## config.mk

```make
export PLATFORM = sky130hd
export DESIGN_NAME = flash_ctrl
export DESIGN_NICKNAME = d
export VERILOG_FILES = /design/src/rtl/flash_pkg.sv /design/src/rtl/flash_ctrl.sv
export SDC_FILE = /design/constraint.sdc
export NUM_CORES = 1
export LEC_CHECK = 0
export ABC_AREA = 0
export BUFFER_PORTS_ARGS = -buffer_cell sky130_fd_sc_hd__buf_4
export CAP_MARGIN = 30
export CORE_ASPECT_RATIO = 0.8
export CORE_MARGIN = 10
export CORE_UTILIZATION = 39
export DETAILED_ROUTE_END_ITERATION = 6
export PLACE_DENSITY = 0.66
export SETUP_SLACK_MARGIN = 0.2
export SLEW_MARGIN = 0
export SYNTH_ARGS = -nofsm -noshare
export SYNTH_HDL_FRONTEND = slang
export SYNTH_SLANG_ARGS = --single-unit
```

## constraint.sdc

```tcl
create_clock -name clk -period 3.9 [get_ports clk]
set_input_delay 1.17 -clock clk [delete_from_list [all_inputs] [get_ports clk]]
set_output_delay 1.17 -clock clk [all_outputs]
set_load 0.05 [all_outputs]
```

## src/rtl/flash_pkg.sv

```systemverilog
package flash_pkg;

    typedef enum logic [1:0] {
        OP_IDLE  = 2'd0,
        OP_PROG  = 2'd1,
        OP_ERASE = 2'd2
    } flash_op_e;

    // register space, decoded from the two low address bits
    localparam logic [1:0] REG_BLKSEL = 2'd0;
    localparam logic [1:0] REG_CMD    = 2'd1;
    localparam logic [1:0] REG_STATUS = 2'd2;

    localparam logic [7:0] CMD_ERASE  = 8'hE5;
    localparam logic [7:0] CMD_CLEAR  = 8'hC1;

    // status bit positions
    localparam int ST_BUSY = 0;
    localparam int ST_DONE = 1;
    localparam int ST_ERR  = 2;
    localparam int ST_WORN = 3;

endpackage

```

## src/rtl/flash_ctrl.sv

```systemverilog
module flash_ctrl
    import flash_pkg::*;
#(
    parameter int NUM_BLOCKS   = 4,
    parameter int BLOCK_BYTES  = 16,
    parameter int PROG_CYCLES  = 5,
    parameter int ERASE_CYCLES = 300,
    localparam int BLK_W  = (NUM_BLOCKS > 1) ? $clog2(NUM_BLOCKS) : 1,
    localparam int OFF_W  = (BLOCK_BYTES > 1) ? $clog2(BLOCK_BYTES) : 1,
    localparam int ADDR_W = BLK_W + OFF_W,
    localparam int MAXC   = (ERASE_CYCLES > PROG_CYCLES) ? ERASE_CYCLES : PROG_CYCLES,
    localparam int CNT_W  = $clog2(MAXC) + 1
) (
    input  logic                  clk,
    input  logic                  rst_n,
    input  logic                  acc_en,
    input  logic                  acc_wr,
    input  logic                  acc_reg,
    input  logic [ADDR_W-1:0]     acc_addr,
    input  logic [7:0]            acc_wdata,
    output logic [7:0]            acc_rdata,
    output logic                  busy,
    input  logic [7:0]            arr_byte,
    input  logic [NUM_BLOCKS-1:0] worn,
    output logic                  commit_prog,
    output logic [ADDR_W-1:0]     prog_addr,
    output logic [7:0]            prog_data,
    output logic                  commit_erase,
    output logic [BLK_W-1:0]      erase_blk
);

    typedef struct packed {
        flash_op_e         op;
        logic [CNT_W-1:0]  cnt;
        logic [BLK_W-1:0]  sel;
        logic [BLK_W-1:0]  eblk;
        logic [ADDR_W-1:0] paddr;
        logic [7:0]        pdata;
        logic              done;
        logic              err;
        logic [7:0]        rdata;
    } ctrl_state_t;

    ctrl_state_t s_d, s_q;
    logic [7:0]  reg_val;
    logic [1:0]  reg_idx;
    logic        wr_arr, wr_cmd, wr_sel;

    assign reg_idx = acc_addr[1:0];
    assign wr_arr  = acc_en && acc_wr && !acc_reg;
    assign wr_cmd  = acc_en && acc_wr && acc_reg && (reg_idx == REG_CMD);
    assign wr_sel  = acc_en && acc_wr && acc_reg && (reg_idx == REG_BLKSEL);

    assign busy         = (s_q.op != OP_IDLE);
    assign commit_prog  = (s_q.op == OP_PROG)  && (s_q.cnt == '0);
    assign commit_erase = (s_q.op == OP_ERASE) && (s_q.cnt == '0);
    assign prog_addr    = s_q.paddr;
    assign prog_data    = s_q.pdata;
    assign erase_blk    = s_q.eblk;
    assign acc_rdata    = s_q.rdata;

    always_comb begin
        reg_val = 8'h00;
        case (reg_idx)
            REG_BLKSEL: reg_val = 8'(s_q.sel);
            REG_STATUS: begin
                reg_val[ST_BUSY] = busy;
                reg_val[ST_DONE] = s_q.done;
                reg_val[ST_ERR]  = s_q.err;
                reg_val[ST_WORN] = worn[s_q.sel];
            end
            default:    reg_val = 8'h00;
        endcase
    end

    always_comb begin
        s_d = s_q;

        // timer of the operation in flight
        if (busy) begin
            if (s_q.cnt == '0) begin
                s_d.op   = OP_IDLE;
                s_d.done = 1'b1;
            end else begin
                s_d.cnt = s_q.cnt - CNT_W'(1);
            end
        end

        // read path
        if (acc_en && !acc_wr) begin
            s_d.rdata = acc_reg ? reg_val : arr_byte;
        end

        // write path
        if (wr_arr) begin
            if (busy) begin
                s_d.err = 1'b1;
            end else begin
                s_d.op    = OP_PROG;
                s_d.cnt   = CNT_W'(PROG_CYCLES - 1);
                s_d.paddr = acc_addr;
                s_d.pdata = acc_wdata;
                s_d.done  = 1'b0;
            end
        end

        if (wr_sel) begin
            s_d.sel = acc_wdata[BLK_W-1:0];
        end

        if (wr_cmd) begin
            if (acc_wdata == CMD_ERASE) begin
                if (busy || worn[s_q.sel]) begin
                    s_d.err = 1'b1;
                end else begin
                    s_d.op   = OP_ERASE;
                    s_d.cnt  = CNT_W'(ERASE_CYCLES - 1);
                    s_d.eblk = s_q.sel;
                    s_d.done = 1'b0;
                end
            end else if (acc_wdata == CMD_CLEAR) begin
                s_d.done = 1'b0;
                s_d.err  = 1'b0;
            end
        end
    end

    always_ff @(posedge clk or negedge rst_n) begin
        if (!rst_n) begin
            s_q       <= '0;
            s_q.op    <= OP_IDLE;
        end else begin
            s_q <= s_d;
        end
    end

    // a program request while busy is dropped with an error
    a_r6_prog_busy_err: assert property (@(posedge clk) disable iff (!rst_n)
        (busy && wr_arr) |=> s_q.err);
    // an erase request while busy is dropped with an error
    a_r6_erase_busy_err: assert property (@(posedge clk) disable iff (!rst_n)
        (busy && wr_cmd && acc_wdata == CMD_ERASE) |=> s_q.err);
    // an accepted program raises busy on the next cycle
    a_r3_prog_starts: assert property (@(posedge clk) disable iff (!rst_n)
        (!busy && wr_arr) |=> (busy && !s_q.done));
    // an erase of a worn block never starts
    a_r8_worn_refused: assert property (@(posedge clk) disable iff (!rst_n)
        (!busy && wr_cmd && acc_wdata == CMD_ERASE && worn[s_q.sel]) |=> (!busy && s_q.err));
    // the clear command drops done and error when idle
    a_r7_clear: assert property (@(posedge clk) disable iff (!rst_n)
        (!busy && wr_cmd && acc_wdata == CMD_CLEAR) |=> (!s_q.done && !s_q.err));
    // at most one commit per cycle
    a_r3_one_commit: assert property (@(posedge clk) disable iff (!rst_n)
        $onehot0({commit_prog, commit_erase}));

endmodule

```

==> results.md, run 1 <==
* Crit end category: output pin
* Vias in the first global route at 1733
* Largest delay contributor family on the critical path: simple AND/OR/NAND/NOR gates
* Largest net degree at the start of global routing at 41
* Leak Pwr at 1.22 nW
* Dpl hpwl at 3870 um
* Max cap viols at 0
* Sequence of cells on the critical path: inv_1 > ha_1 > or4b_1 > or3_4 > nor3b_2 > buf_4
* Die H at 86.4 um
* Post-Synthesis Cell Area at 0.00215 mm^2
* Register area share after synthesis at 0.465
* Clock-pin slew on the worst setup and hold paths at 0.08 ns
* Synth top cells by count: 60 x nand2_1, 40 x dfrtp_1, 25 x buf_4, 11 x o21ai_0, 9 x nor2_1
* EDFF count, synth at 0
* Die area at 0.00890 mm^2
* Max stage delay on crit path at 0.50 ns
* First-pass iteration count of the detailed router at 4
* Clock Path Buffers at 2
* DRC at 0
* Status: finished, final reports clean
* Post-synthesis cell count at 234
* HP Class: register to register
* Worst R2R End: s_q[31]
* # rows at 24
* Max-slew violations at 0
* DRT Wirelength at 5230 um
* Total CTS buffers at 5
* Final TNS setup at 0 ns
* Worst Setup Start Kind: register
* Synth warn at 0
* Die W at 103 um
* F_max at 0.289 GHz
* Worst flop-to-flop path startpoint: s_q[28]
* DP Worst Slack at 0.693 ns
* Hold_sp: prog_addr[4]
* Initial Utilization at 0.398
* Prevailing post-synth register cell: dfrtp_1
* Worst slew pin tran at 0.703 ns
* CP Data Required Time at 2.73 ns
* Synth Net Count at 267
* Area contributors post-synth: dfrtp_1 47%, nand2_1 10%, buf_4 8.7%, o21ai_0 2.6%, o211ai_1 1.7%
* Core area at 0.00541 mm^2
* CP max FO at 6
* Clk sinks at 40
* Slowest CP cell: or4b_1
* Final min period at 3.45 ns
* FF-to-FF setup slack at 1.47 ns
* Final net count at 300
* Gr usage total at 0.117
* First-pass GRT wire length at 8470 um
* CTS tree: built
* Synth cell types at 48
* Ys async rst share at 1.00
* CP arrival at 2.28 ns
* WS Path Type: register to output pin
* Post-CTS Hold Buffers at 0
* Crit path depth at 6
* Cell accounting for the most synthesized area: dfrtp_1
* ANT nets after route at 0
* WP buf/inv at 2
* Fillers at 526
* Htree depth at 2
* VDD IR max at 0.216 mV
* WHS Path Cells at 2
* Routed vias/inst at 5.19
* Io pins at 58
* DRT iter0 DRCs at 143
* Total number of vias at 1729
* Final worst slack at 0.446 ns
* Final-report setup violation count at 0
* Layout cells sized above 1 at 0.302
* Antenna cell count at 0
* Most common cell in the netlist: nand2_1
* Grt ovf at 0
* Fin. Hold Viols at 0
* Initial antenna violation count at 0
* GP Congestion at 0.815
* Worst Clk Skew at 0.00773 ns
* Clk Latency, worst-skew pair at 0.29 ns
* RSZ-0062 raised after global routing: false
* Root Driver: clkbuf_8
* Synthesized area per cell at 9.19 um^2
* Final worst-path cycle share at 0.886
* I/O Buffers at 57
* Reg2Reg Depth at 6
* Yosys top cell area share at 0.465
* WHS Endpoint: prog_addr[4]
* Drt wl/cell at 15.7 um
* Pwr dens at 394 mW/mm^2
* Area Growth Syn to Fin at 20.5%
* Yosys reg bits at 40
* Slew HR at 0.529
## flip-flops by register name (all words and copies together), names as in the netlist
name and flops:
prog_data 8, acc_rdata 8, s_q 16, prog_addr 6, erase_blk 2
## cells by family after synthesis
group           share of synthesized area
compound gates                      0.102
fa+ha+maj                          0.0116
buf+inv                             0.110
flops                               0.465
mux                                0.0407
simple gates                        0.271
## worst max-delay path by stage
| stage | from | endpoint | slack (ns) |
|---|---|---|---|
| 6_report | s_q[28] | commit_erase | 0.45 |
| 3_3_place_gp | s_q[28] | commit_erase | 0.71 |
| 2_1_floorplan | s_q[28] | commit_erase | 0.48 |
| 5_1_grt | s_q[28] | commit_erase | 0.28 |
| 3_5_place_dp | s_q[28] | commit_erase | 0.69 |
| 4_1_cts | s_q[28] | commit_erase | 0.36 |
## per-stage QoR
stage	hold slack [ns]	utilization	total power, mW	cells	area (um^2)
floorplan	0.447	-	0.601	234	2160
global placement	0.462	0.455	0.658	325	2460
detailed placement	0.463	0.455	0.660	325	2460
CTS	0.484	0.478	1.03	333	2590
global route	0.503	0.479	1.07	333	2590
finish	0.480	0.479	1.02	333	2590
## per-layer routing
layer,track usage,vias to the layer above,part of all wire
met2,0.173,53,0.43
met5,0,-,0
met1,0.158,827,0.48
li1,-,844,-
met3,0.0374,5,0.078
met4,0.0378,0,0.011
## power by group
| part | switching (mW) | total [mW] | internal (mW) | leakage, nW |
|---|---|---|---|---|
| logic | 0.102 | 0.175 | 0.0727 | 0.668 |
| clock network | 0.143 | 0.369 | 0.226 | 0.0645 |
| registers | 0.0315 | 0.476 | 0.445 | 0.490 |
| total | 0.277 | 1.02 | 0.743 | 1.22 |
## tightest hold or removal path, cell delays in order (launching register included)
cell and delay, ns:
dfrtp_1 0.34, nand2_1 0.05, nand2_1 0.05
## layout by cell type, fill, tap and decap left out, drive strengths merged, types with 2 or more instances in the layout
master,count
nand2,60
buf,58
dfrtp,40
o21ai,11
nor2,10
a21oi,7
clkbuf,7
o211ai,5
nor3,5
or3,5
inv,4
nand3,4
mux2,4
nor3b,4
nand4,3
nor2b,3
nand2b,3
or2,3
nor4bb,2
nand3b,2
or4b,2
mux2i,2
a22oi,2
a221oi,2
ha,2
or4,2
nor4,2
## area by class of cell
cell class              count  area, um^2  area share
flip-flops and latches     40        1000       0.386
clock inverters             1        30.0      0.0116
multi-input cells         157         928       0.358
well taps                  65        81.3      0.0314
repair buffers             58         435       0.168
inverters                   5        18.8     0.00724
clock buffers               7        96.3      0.0372
## repair_timing
action,4_1_cts,5_1_grt
resized for setup,0,1
setup endpoints to repair,0,1
setup buffers,0,0
hold endpoints to repair,0,0
No activity file was read; power rests on OpenSTA's default activity.
==> run 2: changes to the inputs <==
Settings changed: ABC_AREA 0 to 1, PLACE_DENSITY 0.66 to 0.65.
==> run 2 against run 1 <==
  * Routed wire length up 4.8%
  * Clock skew down 0.00094 ns
  * Final cell count up 27%
  * Via count up 11%
  * Area after synthesis up 13%
  * Sequential cell count unchanged
  * Utilization down 0.30 points
  * Clock power down 9.5%
  * Setup slack better by 0.58 ns
  * Synthesized cell count up 30%
  * Sequential power down 7.6%
  * Largest cell class is now multi-input combinational cells
==> results.md, run 2 <==
* Status: finished, final reports clean
* Vias in the first global route at 1885
* Post-CTS repair timing setup buffer count at 0
* DRT iter0 DRCs at 75
* Area of the multi-input gates at 0.00104 mm^2
* Final min period at 2.88 ns
* CP max FO at 10
* WP buf/inv at 2
* WS Path Type: register to output pin
* Total CTS buffers at 5
* CTS tree: built
* Final TNS setup at 0 ns
* HP Class: register to register
* Clock Path Buffers at 2
* Post-CTS Hold Buffers at 0
* Worst Clk Skew at 0.00679 ns
* Slowest CP cell: dfrtp_1
* CP Data Required Time at 2.73 ns
* Root Driver: clkbuf_8
* Crit end category: output pin
* Most common cell in the netlist: nand2_1
* Post-Synthesis Cell Area at 0.00243 mm^2
* Io pins at 58
* VDD IR max at 0.157 mV
* Yosys reg bits at 40
* EDFF count, synth at 0
* Prevailing post-synth register cell: dfrtp_1
* Routed vias/inst at 4.52
* Post-synthesis cell count at 305
* Cell accounting for the most synthesized area: dfrtp_1
* I/O Buffers at 57
* Die W at 108 um
* Final net count at 374
* Die area at 0.00980 mm^2
* Reg2Reg Depth at 6
* Core area at 0.00597 mm^2
* Largest delay contributor family on the critical path: simple AND/OR/NAND/NOR gates
* Clock-pin slew on the worst setup and hold paths at 0.08 ns
* Synth cell types at 28
* # rows at 25
* Pwr dens at 319 mW/mm^2
* Ys async rst share at 1.00
* Area Growth Syn to Fin at 17.2%
* Sequential Area at 0.00100 mm^2
* Final core occ at 0.476
* Fillers at 578
* Final-report setup violation count at 0
* DRC at 0
* Initial Utilization at 0.406
* Largest net degree at the start of global routing at 41
* F_max at 0.348 GHz
* Htree depth at 2
* DRT Wirelength at 5480 um
* First-pass GRT wire length at 9030 um
* # resized after CTS at 0
* RSZ-0062 raised after global routing: false
* Commonest cells after routing, fill and taps aside: 77 x nand2_1, 57 x buf_4, 40 x dfrtp_1, 36 x inv_1, 30 x nand3_1
* Max-slew violations at 0
* Max stage delay on crit path at 0.40 ns
* GP Congestion at 0.880
* First-pass iteration count of the detailed router at 4
* Synthesized area per cell at 7.96 um^2
* Crit path depth at 7
* CP arrival at 1.71 ns
* ANT nets after route at 0
* Die H at 90.6 um
* Synth top cells by count: 77 x nand2_1, 40 x dfrtp_1, 36 x inv_1, 30 x nand3_1, 24 x buf_4
* Worst slew pin tran at 0.690 ns
* Total number of vias at 1913
* Synth warn at 0
* Clk sinks at 40
* Worst Setup Start Kind: register
* Final worst-path cycle share at 0.738
* Dpl hpwl at 4220 um
* Initial antenna violation count at 0
* WHS Path Cells at 2
* Drt wl/cell at 13.0 um
* Sequence of cells on the critical path: inv_1 > ha_1 > nand3_1 > nor2_2 > nand2_4 > nor3_1 > buf_4
* Max cap viols at 0
* Layout cells sized above 1 at 0.313
* Synth Net Count at 338
* Biggest register: s_q
* Grt ovf at 0
* Fin. Hold Viols at 0
* Area contributors post-synth: dfrtp_1 41%, nand2_1 12%, buf_4 7.4%, nand3_1 6.2%, inv_1 5.6%
* Gr usage total at 0.111
* Max reg flops at 16
* Antenna cell count at 0
* Register area share after synthesis at 0.412
* Yosys top cell area share at 0.412
* Slew HR at 0.539
* Clk Latency, worst-skew pair at 0.29 ns
* Commonest non-fill, non-tap cell in the layout: nand2_1
* Leak Pwr at 1.50 nW
-- run 2: cell count changes after synthesis, moves of 5 or more --
cell | before | now
inv_1 | 4 | 36
nand3_1 | 4 | 30
nand2_1 | 60 | 77
o21ai_2 | 0 | 14
nor2_1 | 9 | 18
inv_2 | 0 | 7
o211ai_1 | 5 | 0
or3_1 | 5 | 0
-- run 2: area by class of cell --
type,instances,area share
timing repair buffer,57,0.150
tap,81,0.0356
multi-input combinational,193,0.365
inverter,44,0.0598
sequential,40,0.352
clock inverter,2,0.0123
clock buffer,6,0.0255
-- run 2: metal layers --
metal | wire [um] | track usage | vias up
li1 | - | - | 1010
met1 | 2620 | 0.146 | 866
met2 | 2420 | 0.171 | 35
met3 | 404 | 0.0357 | 2
met4 | 36 | 0.0278 | 0
met5 | 0 | 0 | -
-- run 2: path summary, 6_finish.rpt --
path / startpoint / to / slack (ns)
max reg2reg: s_q[38] / s_q[28] / 2.11
min in group asynchronous: rst_n / prog_addr[5] / 0.85
min: erase_blk[0] / erase_blk[0] / 0.49
max: s_q[28] / commit_prog / 1.02
max in group asynchronous: rst_n / s_q[31] / 2.68
min reg2reg: erase_blk[0] / erase_blk[0] / 0.49
-- run 2: worst reg2reg max path, cell delays in order, from the launching register on --
cell	delay, ns
dfrtp_1	0.39
inv_2	0.11
nand2_8	0.10
clkinv_4	0.10
nand4_4	0.52
nand3_1	0.34
o211ai_2	0.10
-- run 2: cell families (layout without fill, tap and decap cells) --
logic type	after synthesis	in the layout	share of synthesized area
AND/OR/NAND/NOR	157	157	0.321
buffers and inverters	72	109	0.160
flip-flops	40	40	0.412
AO/OA/AOI/OAI	33	33	0.0927
adder cells (fa/ha/maj)	2	2	0.0103
XOR/XNOR	1	1	0.00361
-- run 2: power by group --
part | internal (mW) | switching [mW]
Clock | 0.190 | 0.144
Combinational | 0.0470 | 0.0857
Sequential | 0.429 | 0.0117
-- run 2: through the flow --
| step | hold WS, ns | instances | power [mW] | setup WS (ns) | instance area (um^2) |
|---|---|---|---|---|---|
| 6_report | 0.485 | 423 | 0.907 | 1.02 | 2850 |
| 4_1_cts | 0.493 | 423 | 0.918 | 0.995 | 2850 |
| 2_1_floorplan | 0.450 | 305 | 0.535 | 0.720 | 2430 |
| 3_3_place_gp | 0.465 | 415 | 0.583 | 1.33 | 2740 |
| 3_5_place_dp | 0.471 | 415 | 0.583 | 1.29 | 2740 |
| 5_1_grt | 0.513 | 423 | 0.954 | 0.849 | 2850 |
